<file path="src/rtl/hca_pkg.sv">
package hca_pkg;

   typedef enum logic [1:0] {
      ST_IDLE = 2'd0,
      ST_REQ  = 2'd1,
      ST_OWN  = 2'd2,
      ST_DONE = 2'd3
   } arb_st_e;

   function automatic logic fwd_allowed(arb_st_e st);
      return (st == ST_IDLE) || (st == ST_DONE);
   endfunction

endpackage

</file>
<file path="src/rtl/hca_burst_ctr.sv">
module hca_burst_ctr #(
   parameter int MAX_BURST = 4,
   parameter int PEND_W    = 4,
   localparam int LEN_W    = $clog2(MAX_BURST + 1)
) (
   input  logic              clk,
   input  logic              rst_n,
   input  logic              load,
   input  logic [PEND_W-1:0] pend_cnt,
   input  logic              step,
   output logic [LEN_W-1:0]  len_q,
   output logic              zero_len,
   output logic              last
);

   logic [31:0]      pend_ext;
   logic [LEN_W-1:0] clipped;
   logic [LEN_W-1:0] cnt;

   assign pend_ext = 32'(pend_cnt);
   assign clipped  = LEN_W'((pend_ext > 32'(MAX_BURST)) ? 32'(MAX_BURST) : pend_ext);
   assign zero_len = (pend_cnt == '0);
   assign last     = step && (cnt == (len_q - LEN_W'(1)));

   always_ff @(posedge clk or negedge rst_n) begin
      if (!rst_n) begin
         len_q <= '0;
         cnt   <= '0;
      end else if (load) begin
         len_q <= clipped;
         cnt   <= '0;
      end else if (step && !last) begin
         cnt   <= cnt + LEN_W'(1);
      end
   end


   cnt_range_chk: assert property (@(posedge clk) disable iff (!rst_n)
      step |-> (cnt < len_q));


   len_bound_chk: assert property (@(posedge clk) disable iff (!rst_n)
      len_q <= LEN_W'(MAX_BURST));

endmodule

</file>
<file path="src/rtl/hca_ack_fwd.sv">
module hca_ack_fwd #(
   parameter bit FWD_REG = 1'b1
) (
   input  logic clk,
   input  logic rst_n,
   input  logic ack_in,
   input  logic fwd_en,
   output logic ack_out
);

   generate
      if (FWD_REG) begin : g_reg
         logic fwd_q;
         always_ff @(posedge clk or negedge rst_n) begin
            if (!rst_n) fwd_q <= 1'b0;
            else        fwd_q <= ack_in && fwd_en;
         end
         assign ack_out = fwd_q;


         fwd_lat_chk: assert property (@(posedge clk) disable iff (!rst_n)
            ack_out |-> $past(ack_in));
      end else begin : g_comb
         assign ack_out = ack_in && fwd_en;
      end
   endgenerate

endmodule

</file>
<file path="src/rtl/hca_fsm.sv">
module hca_fsm
   import hca_pkg::*;
(
   input  logic    clk,
   input  logic    rst_n,
   input  logic    pend_any,
   input  logic    ack_in,
   input  logic    zero_len,
   input  logic    last,
   output arb_st_e st,
   output logic    load
);

   arb_st_e nxt;

   always_comb begin
      nxt  = st;
      load = 1'b0;
      case (st)
         ST_IDLE: if (pend_any && !ack_in) nxt = ST_REQ;
         ST_REQ:  if (ack_in) begin
                     if (zero_len) nxt = ST_DONE;
                     else begin
                        nxt  = ST_OWN;
                        load = 1'b1;
                     end
                  end
         ST_OWN:  if (!ack_in)  nxt = ST_IDLE;
                  else if (last) nxt = ST_DONE;
         ST_DONE: if (!ack_in)  nxt = ST_IDLE;
         default: nxt = ST_IDLE;
      endcase
   end

   always_ff @(posedge clk or negedge rst_n) begin
      if (!rst_n) st <= ST_IDLE;
      else        st <= nxt;
   end


   done_wait_chk: assert property (@(posedge clk) disable iff (!rst_n)
      (st == ST_DONE && ack_in) |=> (st == ST_DONE));


   own_needs_ack_chk: assert property (@(posedge clk) disable iff (!rst_n)
      (st == ST_OWN) |-> $past(ack_in));

endmodule

</file>
<file path="src/rtl/hold_chain_arb.sv">
module hold_chain_arb
   import hca_pkg::*;
#(
   parameter int MAX_BURST = 4,
   parameter int PEND_W    = 4,
   parameter bit FWD_REG   = 1'b1,
   localparam int LEN_W    = $clog2(MAX_BURST + 1)
) (
   input  logic              clk,
   input  logic              rst_n,
   input  logic [PEND_W-1:0] pend_cnt,
   input  logic              cyc_done,
   input  logic              ack_in,
   output logic              hold_oe,
   output logic              grant,
   output logic [LEN_W-1:0]  burst_len,
   output logic              ack_out
);

   if (MAX_BURST < 1) begin : g_bad_burst
      $error("MAX_BURST must be at least 1");
   end
   if (PEND_W < 1) begin : g_bad_pend
      $error("PEND_W must be at least 1");
   end

   arb_st_e st;
   logic    load;
   logic    zero_len;
   logic    last;
   logic    step;

   assign step = cyc_done && (st == ST_OWN);

   hca_fsm u_fsm (
      .clk      (clk),
      .rst_n    (rst_n),
      .pend_any (pend_cnt != '0),
      .ack_in   (ack_in),
      .zero_len (zero_len),
      .last     (last),
      .st       (st),
      .load     (load)
   );

   hca_burst_ctr #(.MAX_BURST(MAX_BURST), .PEND_W(PEND_W)) u_ctr (
      .clk      (clk),
      .rst_n    (rst_n),
      .load     (load),
      .pend_cnt (pend_cnt),
      .step     (step),
      .len_q    (burst_len),
      .zero_len (zero_len),
      .last     (last)
   );

   hca_ack_fwd #(.FWD_REG(FWD_REG)) u_fwd (
      .clk     (clk),
      .rst_n   (rst_n),
      .ack_in  (ack_in),
      .fwd_en  (fwd_allowed(st)),
      .ack_out (ack_out)
   );

   assign hold_oe = (st == ST_REQ) || (st == ST_OWN);
   assign grant   = (st == ST_OWN);


   fwd_block_chk: assert property (@(posedge clk) disable iff (!rst_n)
      hold_oe |-> !ack_out);


   req_after_drop_chk: assert property (@(posedge clk) disable iff (!rst_n)
      $rose(hold_oe) |-> !$past(ack_in));


   hold_release_chk: assert property (@(posedge clk) disable iff (!rst_n)
      ($fell(grant) && ack_in) |-> !hold_oe);

endmodule

</file>
<file path="config.mk">
export PLATFORM = sky130hd
export DESIGN_NAME = hold_chain_arb
export DESIGN_NICKNAME = d
export VERILOG_FILES = /design/src/rtl/hca_pkg.sv /design/src/rtl/hca_burst_ctr.sv /design/src/rtl/hca_ack_fwd.sv /design/src/rtl/hca_fsm.sv /design/src/rtl/hold_chain_arb.sv
export SDC_FILE = /design/constraint.sdc
export NUM_CORES = 1
export LEC_CHECK = 0
export BUFFER_PORTS_ARGS = -buffer_cell sky130_fd_sc_hd__clkbuf_2
export CORE_AREA = 4 4 41 43
export DETAILED_ROUTE_END_ITERATION = 8
export DIE_AREA = 0 0 45 47
export PLACE_DENSITY = 0.77
export SLEW_MARGIN = 20
export SYNTH_ARGS = -nofsm -noshare
export SYNTH_HDL_FRONTEND = slang
export SYNTH_SLANG_ARGS = --single-unit
</file>
<file path="constraint.sdc">
create_clock -name clk -period 2 [get_ports clk]
set_input_delay 0.2 -clock clk [delete_from_list [all_inputs] [get_ports clk]]
set_output_delay 0.2 -clock clk [all_outputs]
set_load 0.05 [all_outputs]
</file>
# Word level (Yosys, flattened, before mapping)
# Index checks and enable logic that the tools add are counted.
# word_totals
regBits,9
latch_bits,0
ramBits,0
mem_bits_ro,0
output_inout_bits,6
word_cells,42
memories,0
# op_classes
n_addsub,2
mul,0
div_mod_pow,0
n_lt_le_gt_ge,1
eq_ne,8
n_shift,0
muxes,13
n_bitwise,0
reduce_logical,14
# ops
operator,n
two-way mux 2 bit,5
two-way mux 3 bit,3
one-hot mux 2 bit (4 select lines),1
logical AND 1 bit,5
== test 2 bit (second input constant),2
> comparator 4 x 3 -> 1 bit (second input constant),1
zero test 4 bit,1
two-way mux 1 bit,4
inequality test 2 bit (second input constant),2
AND reduction 4 bit,1
nonzero test 4 bit,1
adder 3 x 1 -> 3 bit (second input constant),1
== test 3 bit,1
inequality test 3 x 2 -> 1 bit (second input constant),1
subtractor 3 x 1 -> 3 bit (second input constant),1
== test 2 x 1 -> 1 bit (second input constant),1
zero test 1 bit,2
zero test 2 bit,1
logical OR 1 bit,2
inequality test 2 x 1 -> 1 bit (second input constant),1
nonzero test 2 bit,1

# Longest topological paths before layout
# Gate-level depths: netlist of run 1.
# depth
word_depth,7
depth_mapped,6

# By module
# A second synthesis of run 1 with hierarchy kept.
# hier_totals
cells_unflattened,54
hier_area_um2,568.0
# modules_own_cells
mod,n_inst,cells_per_inst,area_per_inst_um2
hca_burst_ctr,1,38,406.6
hca_fsm,1,9,96.3
hold_chain_arb,1,5,33.8
hca_ack_fwd,1,2,31.3

# Least setup slack after synthesis of run 1
# Ideal clock, no wire load.
# synth_timing
path_kind,reg2reg
startpoint,reg u_ctr.len_q[0]
endpoint,reg u_ctr.cnt[2]
setup_time_ns,0.081
arrival_time_ns,1.919
t_required_ns,1.919
setup_slack_ns,-0.001
path_stages_with_launch,7
path_cell_list,dfrtp_1 inv_1 ha_1 xor2_1 and2_1 or3_1 a31oi_2
# synth_between
elab_chain_cells,6
# synth_lines
item,line_no,source
"start, declared",hca_burst_ctr.sv:11,"output logic [LEN_W-1:0] len_q,"
"start signal, assigned",hca_burst_ctr.sv:30,len_q <= clipped;
subtractor 3 x 1 -> 3 bit,hca_burst_ctr.sv:23,assign last = step && (cnt == (len_q - LEN_W'(1)));
== test 3 bit,hca_burst_ctr.sv:23,
logical AND 1 bit,hca_burst_ctr.sv:23,
zero test 1 bit,hca_burst_ctr.sv:32,end else if (step && !last) begin
logical AND 1 bit,hca_burst_ctr.sv:32,
nonzero test 2 bit (no line),--,
"end signal, assigned",hca_burst_ctr.sv:33,cnt <= cnt + LEN_W'(1);
"end, declared",hca_burst_ctr.sv:18,logic [LEN_W-1:0] cnt;
# Every way passes these cells.
# A chain may end at the register's enable or synchronous reset.

# Worst setup path after layout of run 1
# Same ends and word-level chain as after synthesis.

==> results.md, run 1 <==
- The slew at the pin closest to its max-slew limit is around 0.37 ns.
- Pin placement for this block handled 14 I/O pins.
- The share of total power dissipated in the clock network is 0.115.
- The number of buffers added by the clock tree synthesis step is 3.
- The worst-case clock skew is between 0.002 and 0.003 ns.
- The leakage power total is approximately 0.00036 uW.
- The overall power is 1250 uW.
- The delay of the slowest critical-path stage is around 0.42 ns.
- The startpoint kind of the worst setup timing path is a register.
- In the final routed layout, each cell accounts on average for ~13 um.
- The aggregate global routing overflow is 0.
- The via count of the first global-routing pass came to approximately 460.
- VDD sags by at most between 0.001 and 0.0015 V.
- Timing would allow up to 582 MHz.
- The run finished with clean final reports.
- Setup violations remaining at the end of the flow were counted as 0.
- Measured along the y axis, the die boundary spans around 47 um.
- The cell type with the highest aggregate area in the netlist is dfrtp_1.
- The initial antenna violation count is 0.
- The number of remaining DRC errors is 0.
- Dividing total power by cell area gives a power density of 1680 mW/mm^2.
- TritonCTS built the clock tree.
- The die covers roughly 0.0021 mm^2.
- Summed over all nets, the switching power comes to roughly 650 uW.
- Setup repair after global routing left no endpoint under its margin.
- For this run, global-route usage on met1 was measured as 0.168.
- The share of layout cells above drive strength 1 is 0.321.
- The tree is rooted in a clkbuf_4.
- The path class of the tightest hold or removal check is primary input to register.
- The diode insertion count for antenna repair is 0.
- Dividing the detail-routed via count by the number of cells gives around 5.5.
- Setup slack on the critical path of the routed design comes to about 0.28 ns.
- dfrtp_1 is the most common cell in the netlist.
- Post-CTS timing repair inserted 0 buffers for setup.
- By area the synthesized netlist is led by dfrtp_1 (35%), ha_1 (14%), xor2_1 (4.1%).
- Post-CTS repair changed the size of 0 cells.
- The worst hold-check slack is between 0.2 and 0.25 ns.
- The cell area after technology mapping is roughly 640 um^2.
- OpenSTA, run right after detailed placement, puts the worst setup slack at around 0.28 ns.
- The distinct cell type count after synthesis is 30.
- The clock passes through at most 2 buffers.
- After detailed placement, the design holds a cell count of 88.
- In the global route stage, met2 resource usage came out at 0.206.
- Clock latency on the worst-skew pair, taken at its later pin, is ~0.26 ns.
- The global-route usage over all layers is 0.132.
- The total of fill cells in the finished design is between 100 and 150.
- The total number of nets in the final design is 94.
- After synthesis, the mean cell area works out to roughly 10 um^2.
- The area of the core is ~0.0013 mm^2.
- The number of failing hold endpoints at the final stage is 0.
- The H-tree depth is 1.
- The accumulated negative setup slack is 0 ns.
- The register clock-pin slew on the reported worst setup and hold paths is 0.06 ns.
- Traced cell by cell, the critical path runs through inv_1 -> ha_1 -> xor2_1 -> and2_1 -> or3_1 -> a31oi_2.
- Compared with the post-synthesis result, the final layout area differs by 17.3%.
- The internal power of the cells totals 606 uW.
- During synthesis, Yosys emitted a total of 0 warnings.
- The synthesized net count is between 70 and 80.
- After legalization and detailed placement, the total HPWL measured 969 um.
- The first global-routing pass estimated ~1.9 mm of wire.
- The total count of max-transition violations in the final report was 0.
- Buffers placed on the I/O ports in this run total 13.
- For this block, the routed nets add up to about 1.2 mm of wire.
- The fraction of synthesized cell area taken by the top area cell type is 0.354.
- The shortest period the worst path allows is approximately 1.7 ns.
- The switching fraction of total power is 0.516.
- The count of mapped cells out of synthesis is just over 60.
- The sequential-to-total area share from yosys stat is 0.354.
- The first routing iteration left 14 violations.
- The initial core utilization is 0.488.
- The final antenna-violating net count is 0.
- In this run the worst path has a maximum fanout of 3.
- The congestion estimate from routability-driven global placement came to 0.783.
- The slowest cell on the critical path is dfrtp_2.
- The dominant synthesized flop cell is dfrtp_1.
- The vias after detailed routing is 515.
- The data required time at the worst endpoint is 2.18 ns.
- The data arrival time at the worst-slack endpoint is 1.90 ns.
- The proportion of synthesized flip-flops having asynchronous set or reset is 1.00.
- The cell row count is 13.
- The share of total power dissipated in sequential elements is 0.255.
- The fraction of the cycle the final worst path needs is 0.860.
- In the global route stage, met3 resource usage came out at 0.0345.
- The category of the critical setup timing path is register to register.
- The clock sink total is 9.
- The width of the die is 45 um.
- The synthesized design contains 0 enable-type register cells.
- The most heavily used metal layer in global routing is met2.
- Headroom to the max-slew limit came out at 0.752.
- The max-capacitance violation count is 0.
- After the flow finishes, the layout carries non-filler instances totaling between 90 and 100.
- The number of detailed-routing iterations run before antenna repair is 4.
- The number of synthesized register bits is 9.
- Ranked by instance count, the synthesized netlist is headed by dfrtp_1 (9), ha_1 (7), nand2_1 (5).
- The share of total power dissipated in combinational logic is 0.630.
- Entering global routing, the biggest net connects 10 pins.
- STA classifies the critical path endpoint as a register.
kinds of logic (layout without fill, tap and decap cells):
kind of cell,after synthesis,in the layout,share of synthesized area
flops,9,9,0.354
xor+xnor,5,5,0.0906
fa+ha+maj,7,7,0.138
buf+inv,5,22,0.0413
simple gates,23,23,0.201
mux,1,1,0.0157
compound gates,11,11,0.159
cells in the final DEF (no fill, tap or decap), drive strengths merged:
cell and count:
nor3 1, dlygate4sd3 1, inv 4, nand3 3, a32o 1, ha 7, o21ai 2, xor2 3
clkbuf 17, or4 1, nor2b 1, or3 2, nor2 5, a221oi 1, mux2i 1, nand4 1
xnor3 1, a211o 1, and3 1, a2bb2oi 1, a31oi 2, nor4 1, dfrtp 9, a21oi 2
a32oi 1, nand2 5, nand3b 1, xnor2 1, and2 1
layer usage:
| metal | share of wire | vias to the layer above |
|---|---|---|
| li1 | - | 254 |
| met1 | 0.46 | 241 |
| met2 | 0.48 | 20 |
| met3 | 0.055 | 0 |
| met4 | 0 | 0 |
| met5 | 0 | - |
flip-flops by register name (all words and copies together), names as in the netlist:
name           flops
u_fwd.ack_out      1
u_ctr.cnt          3
u_ctr.len_q        3
u_fsm.st           2
per-stage QoR:
step,utilization,area (um^2)
after CTS,0.573,746
final,0.573,746
after detailed placement,0.545,709
after floorplan,-,637
after global placement,0.545,709
after global routing,0.573,746
final cells by class:
class	instances	area, um^2	share of cell area
Multi-Input combinational cell	47	384	0.515
Sequential cell	9	226	0.304
Timing Repair Buffer	14	75.1	0.101
Clock buffer	4	26.3	0.0352
Tap cell	15	18.8	0.0252
Inverter	4	15.0	0.0201
path summary, 6_finish.rpt:
check	from	end	slack (ns)	cells past startpoint
worst max-delay path	u_ctr.len_q[0]	u_ctr.cnt[2]	0.28	6
worst min-delay path	pend_cnt[1]	u_ctr.len_q[1]	0.21	3
worst max register to register	u_ctr.len_q[0]	u_ctr.cnt[2]	0.28	6
worst min register to register	u_ctr.len_q[1]	u_ctr.len_q[1]	0.57	2
max in group asynchronous	rst_n	u_ctr.len_q[0]	1.47	2
min in group asynchronous	rst_n	u_ctr.len_q[2]	0.32	2
worst max-delay path, delay by kind of cell (launching register included):
| family | cells | cell delay (ns) |
|---|---|---|
| AOI/OAI and AO/OA | 1 | 0.18 |
| xor gates and xnor gates | 1 | 0.19 |
| adders and majority gates | 1 | 0.24 |
| buffers and inverters | 1 | 0.09 |
| DFF | 1 | 0.42 |
| and+or+nand+nor | 2 | 0.51 |
repair_timing:
action	CTS	global route
setup endpoints to repair	0	0
hold endpoints to repair	9	0
hold buffers	1	0
power groups by stage:
stage                     Clock, uW  Sequential, uW  Combinational [uW]
after floorplan                   0             441                 543
after global placement            0             319                 777
after detailed placement          0             323                 793
after CTS                       149             320                 795
after global routing            157             330                 864
final                           144             319                 790
No activity file was read; power rests on OpenSTA's default activity.
==> inputs of run 2 (changes only) <==
Settings changed: CORE_AREA 4 4 41 43 to not set, CORE_MARGIN set to 4, CORE_UTILIZATION set to 46, DIE_AREA 0 0 45 47 to not set.
Clock period 2 ns to 1.5 ns, I/O delays scaled along.
==> results.md, run 2 (synthesis results as in run 1) <==
- Most frequent cells in the layout: buf_4 (16), clkbuf_2 (11), dfrtp_1 (6), nand2_1 (5) (was clkbuf_2 (13), dfrtp_1 (8), ha_1 (7), nand2_1 (5)).
- The number of detailed-routing iterations run before antenna repair came to 4 (unchanged).
- The clock latency reported for the late side of the worst-skew pair is 0.26 ns (about the same).
- The global-route usage over all layers is 0.175 (was 0.132).
- Registers with the highest flip-flop counts: u_ctr.cnt x3, u_ctr.len_q x3, u_fsm.st x2 (unchanged).
- The worst-case clock skew was 0.00869 ns (was 0.00292 ns).
- The placed wire-length estimate after detailed placement came to 1.21 mm (was 969 um).
- The maximum frequency from static timing analysis came to 629 MHz (was 582 MHz).
- The diode insertion count for antenna repair is 0 (unchanged).
- The commonest non-fill, non-tap cell in the layout was buf_4 (was clkbuf_2).
- The data required time at the worst endpoint came to 1.68 ns (was 2.18 ns).
- The pin count of the biggest net entering global routing is 10 (unchanged).
- Outcome: finished with violations (was complete, no violations).
- The final antenna-violating net count came to 0 (unchanged).
- The shortest period the worst path allows is 1.59 ns (was 1.72 ns).
- The remaining max-slew budget at the tightest pin is 0.660 (was 0.752).
- The number of remaining DRC errors is 0 (unchanged).
- The floorplan die area is 0.00204 mm^2 (was 0.00212 mm^2).
- The worst-case setup slack after placement came to -0.185 ns (was 0.278 ns).
- The final reports fail on setup timing.
- The count of routing violations after the opening detailed-route iteration is 6 (was 14).
- The accumulated negative setup slack is -0.315 ns (was 0 ns).
- The count of cells along the worst register-to-register path is 6 (unchanged).
- The worst hold path class was primary input to register (unchanged).
- The clock sink total is 9 (unchanged).
- The total setup violations reported at the end of the flow was 5 (was 0).
- The root cell of the clock tree is clkbuf_4 (unchanged).
- The total of fill cells in the finished design was 97 (was 120).
- The total count of max-transition violations in the final report is 0 (unchanged).
- The via count of the first global-routing pass is 615 (was 455).
- The overall power was 2230 uW (was 1250 uW).
- The average routed wire per standard cell came to 15.4 um (was 13.1 um).
- The cell row count is 13 (unchanged).
- The height of the die is 45.2 um (was 47 um).
- The area growth from synthesis to layout is 45.5% (was 17.3%).
- The routability congestion estimate from global placement is 0.814 (was 0.783).
- The leakage power total is 0.000441 uW (was 0.000364 uW).
- The number of top-level pins came to 14 (unchanged).
- The worst supply voltage drop on vdd was 0.00145 V (was 0.00107 V).
- The number of vias per cell is 5.48 (was 5.54).
- The share of layout cells above drive strength 1 is 0.553 (was 0.321).
- The initial antenna violation count came to 0 (unchanged).
- The number of buffers added by the clock tree synthesis step is 3 (unchanged).
- The multi-input combinational cell area is 445 um^2 (was 384 um^2).
- The largest fanout on the critical path came to 3 (unchanged).
- The width of the die came to 45.2 um (was 45 um).
- The area of the core is 0.00130 mm^2 (unchanged).
- The vias after detailed routing is 597 (was 515).
- The total number of nets in the final design is 110 (was 94).
- The category of the critical setup timing path was register to register (unchanged).
- The startpoint kind of the worst setup timing path is a register (unchanged).
- RSZ-0062 raised after global routing: yes (was no).
- The register clock-pin slew on the reported worst setup and hold paths is 0.07 ns (was 0.06 ns).
- The worst hold-check slack was 0.166 ns (was 0.207 ns).
- The maximum buffer depth of the clock tree is 2 (unchanged).
- The power per cell area was 2410 mW/mm^2 (was 1680 mW/mm^2).
- The number of failing hold endpoints at the final stage is 0 (unchanged).
- The total area of sequential cells is 229 um^2 (was 226 um^2).
- The worst setup margin is -0.0887 ns (was 0.281 ns).
- The first-pass GRT wire length is 2.52 mm (was 1.92 mm).
- The capturing element type of the critical path is a register (unchanged).
- The slew at the pin closest to its max-slew limit is 0.506 ns (was 0.368 ns).
- The number of cells traversed by the worst hold path came to 3 (unchanged).
- The aggregate global routing overflow is 0 (unchanged).
- The data arrival time at the worst-slack endpoint is 1.77 ns (was 1.90 ns).
- The fraction of the cycle the final worst path needs came to 1.06 (was 0.860).
- The final routed wirelength across all metal layers is 1.67 mm (was 1.22 mm).
- The initial core utilization came to 0.488 (unchanged).
- The CTS tree is yes (unchanged).
- The H-tree depth came to 1 (unchanged).
- The max-capacitance violation count is 0 (unchanged).
- The number of buffers inserted by port buffering is 13 (unchanged).
run 2: critical path: stages, from the launching register on:
cell and delay, ns:
dfrtp_2 0.40, inv_2 0.08, ha_4 0.21, xor2_2 0.18, and2_1 0.16, or3_1 0.33, a31oi_2 0.15
run 2: path summary, 6_finish.rpt:
kind | to | start | slack, ns
setup reg to reg | u_ctr.cnt[2] | u_ctr.len_q[0] | -0.09
min in group asynchronous | u_ctr.len_q[2] | rst_n | 0.28
hold / removal | u_ctr.len_q[1] | pend_cnt[1] | 0.17
setup / recovery | u_ctr.cnt[2] | u_ctr.len_q[0] | -0.09
hold reg to reg | u_ctr.cnt[2] | u_ctr.cnt[2] | 0.62
max in group asynchronous | u_ctr.len_q[0] | rst_n | 1.00
run 2: through the flow:
stage                      util  cell area [um^2]  cells
after floorplan               -               654     61
after global placement    0.628               817    100
after detailed placement  0.628               817    100
after CTS                 0.697               907    107
after global routing      0.711               925    109
final                     0.711               925    109
run 2: metal layers:
metal  global-route usage  vias up  routed length [um]
li1                     -      286                   -
met1                0.194      297                 648
met2                0.339       12                 955
met3               0.0359        2                  63
met4               0.0351        0                   7
met5                    0        -                   0
run 2: power by group:
part / internal (uW) / switching, uW / total [uW]
clock network: 102 / 89.0 / 191
registers: 343 / 72.8 / 416
logic: 715 / 907 / 1620
run 2: timing repair:
item / 4_1_cts / 5_1_grt
buffers inserted: 2 / 1
pin swaps: 3 / 2
setup endpoints to repair: 5 / 8
resized for setup: 7 / 4
hold buffers: 1 / 0
cloned: 0 / 1
endpoints found under the hold margin: 9 / 0
run 2: final cells by class:
class,instances,share of cell area
inverter,4,0.0162
multi-input combinational,48,0.482
clock buffer,4,0.0284
timing repair buffer,29,0.206
sequential,9,0.248
tap,15,0.0203
==> inputs of run 3 (changes only) <==
Settings changed: REMOVE_ABC_BUFFERS set to 1, SETUP_SLACK_MARGIN set to 0.1.
==> results.md, run 3 (synthesis results as in run 1) <==
- The clock share of power is 0.079 (was 0.086).
- The clock sink total is 9 (unchanged).
- The maximum buffer depth of the clock tree is 2 (unchanged).
- The number of cells traversed by the worst hold path is 3 (unchanged).
- The internal power is 1320 uW (was 1160 uW).
- The highest metal layer with signal wires is met4 (unchanged).
- The commonest non-fill, non-tap cell in the layout is buf_4 (unchanged).
- The accumulated negative setup slack is -0.318 ns (was -0.315 ns).
- The max-capacitance violation count is 0 (unchanged).
- The diode insertion count for antenna repair was 0 (unchanged).
- The worst-case clock skew is 0.000502 ns (was 0.00869 ns).
- The via count of the first global-routing pass is 583 (was 615).
- The placed wire-length estimate after detailed placement is 1.10 mm (was 1.21 mm).
- The data required time at the worst endpoint is 1.70 ns (was 1.68 ns).
- The count of cells along the worst register-to-register path is 6 (unchanged).
- The reg2reg setup slack is -0.10 ns (was -0.09 ns).
- The number of buffers inserted by port buffering is 13 (unchanged).
- The width of the die is 45.2 um (unchanged).
- The relative contribution of combinational cells to total power was 0.751 (was 0.727).
- The number of vias per cell was 5.47 (was 5.48).
- Registers with the highest flip-flop counts: u_ctr.cnt x3, u_ctr.len_q x3, u_fsm.st x2 (unchanged).
- The worst hold-check slack came to 0.134 ns (was 0.166 ns).
- Most frequent cells in the layout: buf_4 (15), clkbuf_2 (11), dfrtp_1 (9), nand2_1 (5) (was buf_4 (16), clkbuf_2 (11), dfrtp_1 (6), nand2_1 (5)).
- The data arrival time at the worst-slack endpoint came to 1.81 ns (was 1.77 ns).
- The total of fill cells in the finished design is 76 (was 97).
- The area growth from synthesis to layout came to 59.8% (was 45.5%).
- The number of top-level pins is 14 (unchanged).
- The switching power of the nets is 1170 uW (was 1070 uW).
- The CTS tree is yes (unchanged).
- The pin count of the biggest net entering global routing is 10 (unchanged).
- The number of detailed-routing iterations run before antenna repair came to 5 (was 4).
- Violations in the final reports: setup timing (unchanged).
- The reg-to-reg endpoint is u_fsm.st[1] (was u_ctr.cnt[2]).
- The total count of max-transition violations in the final report was 0 (unchanged).
- The register clock-pin slew on the reported worst setup and hold paths was 0.06 ns (was 0.07 ns).
- The largest fanout on the critical path was 3 (unchanged).
- The count of routing violations after the opening detailed-route iteration is 12 (was 6).
- The area of the core is 0.00130 mm^2 (unchanged).
- The sequential share of power was 0.170 (was 0.187).
- The first-pass GRT wire length is 2.53 mm (was 2.52 mm).
- The height of the die was 45.2 um (unchanged).
- The switching fraction of total power was 0.471 (was 0.479).
- The routability congestion estimate from global placement is 0.772 (was 0.814).
- The startpoint of the worst-slack reg-to-reg timing path is u_ctr.len_q[0] (unchanged).
- The H-tree depth was 1 (unchanged).
- The number of failing hold endpoints at the final stage is 0 (unchanged).
- The endpoint with the worst hold slack is u_ctr.len_q[1] (unchanged).
- The cell row count is 13 (unchanged).
- The capturing element type of the critical path is a register (unchanged).
- The number of remaining DRC errors is 0 (unchanged).
- The leakage power total was 0.000471 uW (was 0.000441 uW).
- The sum of routed wire segments on met1 is 755 um (was 648 um).
- The total setup violations reported at the end of the flow is 5 (unchanged).
- The launching element of the worst setup path was u_ctr.len_q[0] (unchanged).
- The met2 wire length was 909 um (was 955 um).
- The final routed wirelength across all metal layers is 1.79 mm (was 1.67 mm).
- Outcome: finished with violations (unchanged).
- The final antenna-violating net count is 0 (unchanged).
- The startpoint kind of the worst setup timing path is a register (unchanged).
- The slew at the pin closest to its max-slew limit is 0.480 ns (was 0.506 ns).
- The worst supply voltage drop on vdd is 0.00188 V (was 0.00145 V).
- The vias after detailed routing was 607 (was 597).
- The worst setup margin came to -0.104 ns (was -0.0887 ns).
- The global-route usage over all layers was 0.185 (was 0.175).
- The routed length on met3 is 89 um (was 63 um).
- The origin of the worst min-delay path is pend_cnt[1] (unchanged).
- The fraction of the cycle the final worst path needs is 1.07 (was 1.06).
- The initial antenna violation count was 0 (unchanged).
- The maximum frequency from static timing analysis is 623 MHz (was 629 MHz).
- The category of the critical setup timing path is register to register (unchanged).
- The placed cell count was 104 (was 100).
- The root cell of the clock tree was clkbuf_4 (unchanged).
- The power per cell area is 2450 mW/mm^2 (was 2410 mW/mm^2).
- The aggregate global routing overflow is 0 (unchanged).
- The floorplan die area is 0.00204 mm^2 (unchanged).
- The average routed wire per standard cell is 16.2 um (was 15.4 um).
- The shortest period the worst path allows was 1.60 ns (was 1.59 ns).
- The number of standard cells in the final layout excluding fillers came to 111 (was 109).
- The clock latency reported for the late side of the worst-skew pair is 0.26 ns (about the same).
- The remaining max-slew budget at the tightest pin is 0.677 (was 0.660).
- The share of layout cells above drive strength 1 is 0.594 (was 0.553).
- The total number of nets in the final design is 112 (was 110).
- The worst hold path class is primary input to register (unchanged).
- The initial core utilization was 0.488 (unchanged).
- RSZ-0062 raised after global routing: yes (unchanged).
- The number of buffers added by the clock tree synthesis step is 3 (unchanged).
==> run 3: cell types whose count changed in the layout (fill, tap and decap cells not counted), sizes merged <==
| cell | before | now |
|---|---|---|
| buf | 17 | 18 |
| clkbuf | 15 | 16 |
==> run 3: what timing repair did <==
item | in CTS | in global routing
resized for setup | 17 | 10
hold endpoints to repair | 9 | 0
setup buffers | 1 | 1
hold buffers | 1 | 0
gates cloned | 0 | 1
pin swaps | 8 | 4
endpoints found under the setup margin | 7 | 10
==> run 3: worst max-delay path, cell delays in order, from the launching register on <==
cell and delay, ns:
dfrtp_1 0.40, inv_2 0.09, ha_4 0.22, xor2_4 0.18, nand4_1 0.14, a32oi_2 0.30, a32o_1 0.21
==> run 3: per-layer routing <==
metal	track usage	vias to the layer above
li1	-	291
met1	0.202	289
met2	0.328	23
met3	0.0478	4
met4	0.0877	0
met5	0	-
==> run 3: power by group through the flow <==
stage | logic, uW | registers [uW] | clock network [uW]
final | 1870 | 425 | 196
after global routing | 2010 | 438 | 210
after CTS | 1690 | 416 | 200
after detailed placement | 1400 | 403 | 0
after global placement | 1370 | 397 | 0
after floorplan | 707 | 585 | 0
==> run 3: through the flow <==
stage               utilization  instance area (um^2)  worst slack, ns  total power [uW]
global placement          0.637                   828          -0.0892              1760
detailed placement        0.637                   828           -0.119              1800
finish                    0.781                  1020           -0.104              2490
floorplan                     -                   624           -0.501              1290
global route              0.781                  1020           -0.198              2660
CTS                       0.738                   960          -0.0617              2300
==> run 3: worst max path at each step <==
| stage | endpoint | slack, ns |
|---|---|---|
| after global routing | u_fsm.st[1] | -0.20 |
| final | u_fsm.st[1] | -0.10 |
| after global placement | u_ctr.cnt[2] | -0.09 |
| after floorplan | u_ctr.cnt[2] | -0.50 |
| after detailed placement | u_ctr.cnt[2] | -0.12 |
| after CTS | u_fsm.st[1] | -0.06 |
==> run 3: area by class of cell <==
cell class	count	area, um^2	share of cell area
multi-input cells	48	494	0.486
clock buffers	4	26.3	0.0259
flip-flops and latches	9	225	0.222
repair buffers	31	236	0.233
inverters	4	15.0	0.0148
well taps	15	18.8	0.0185
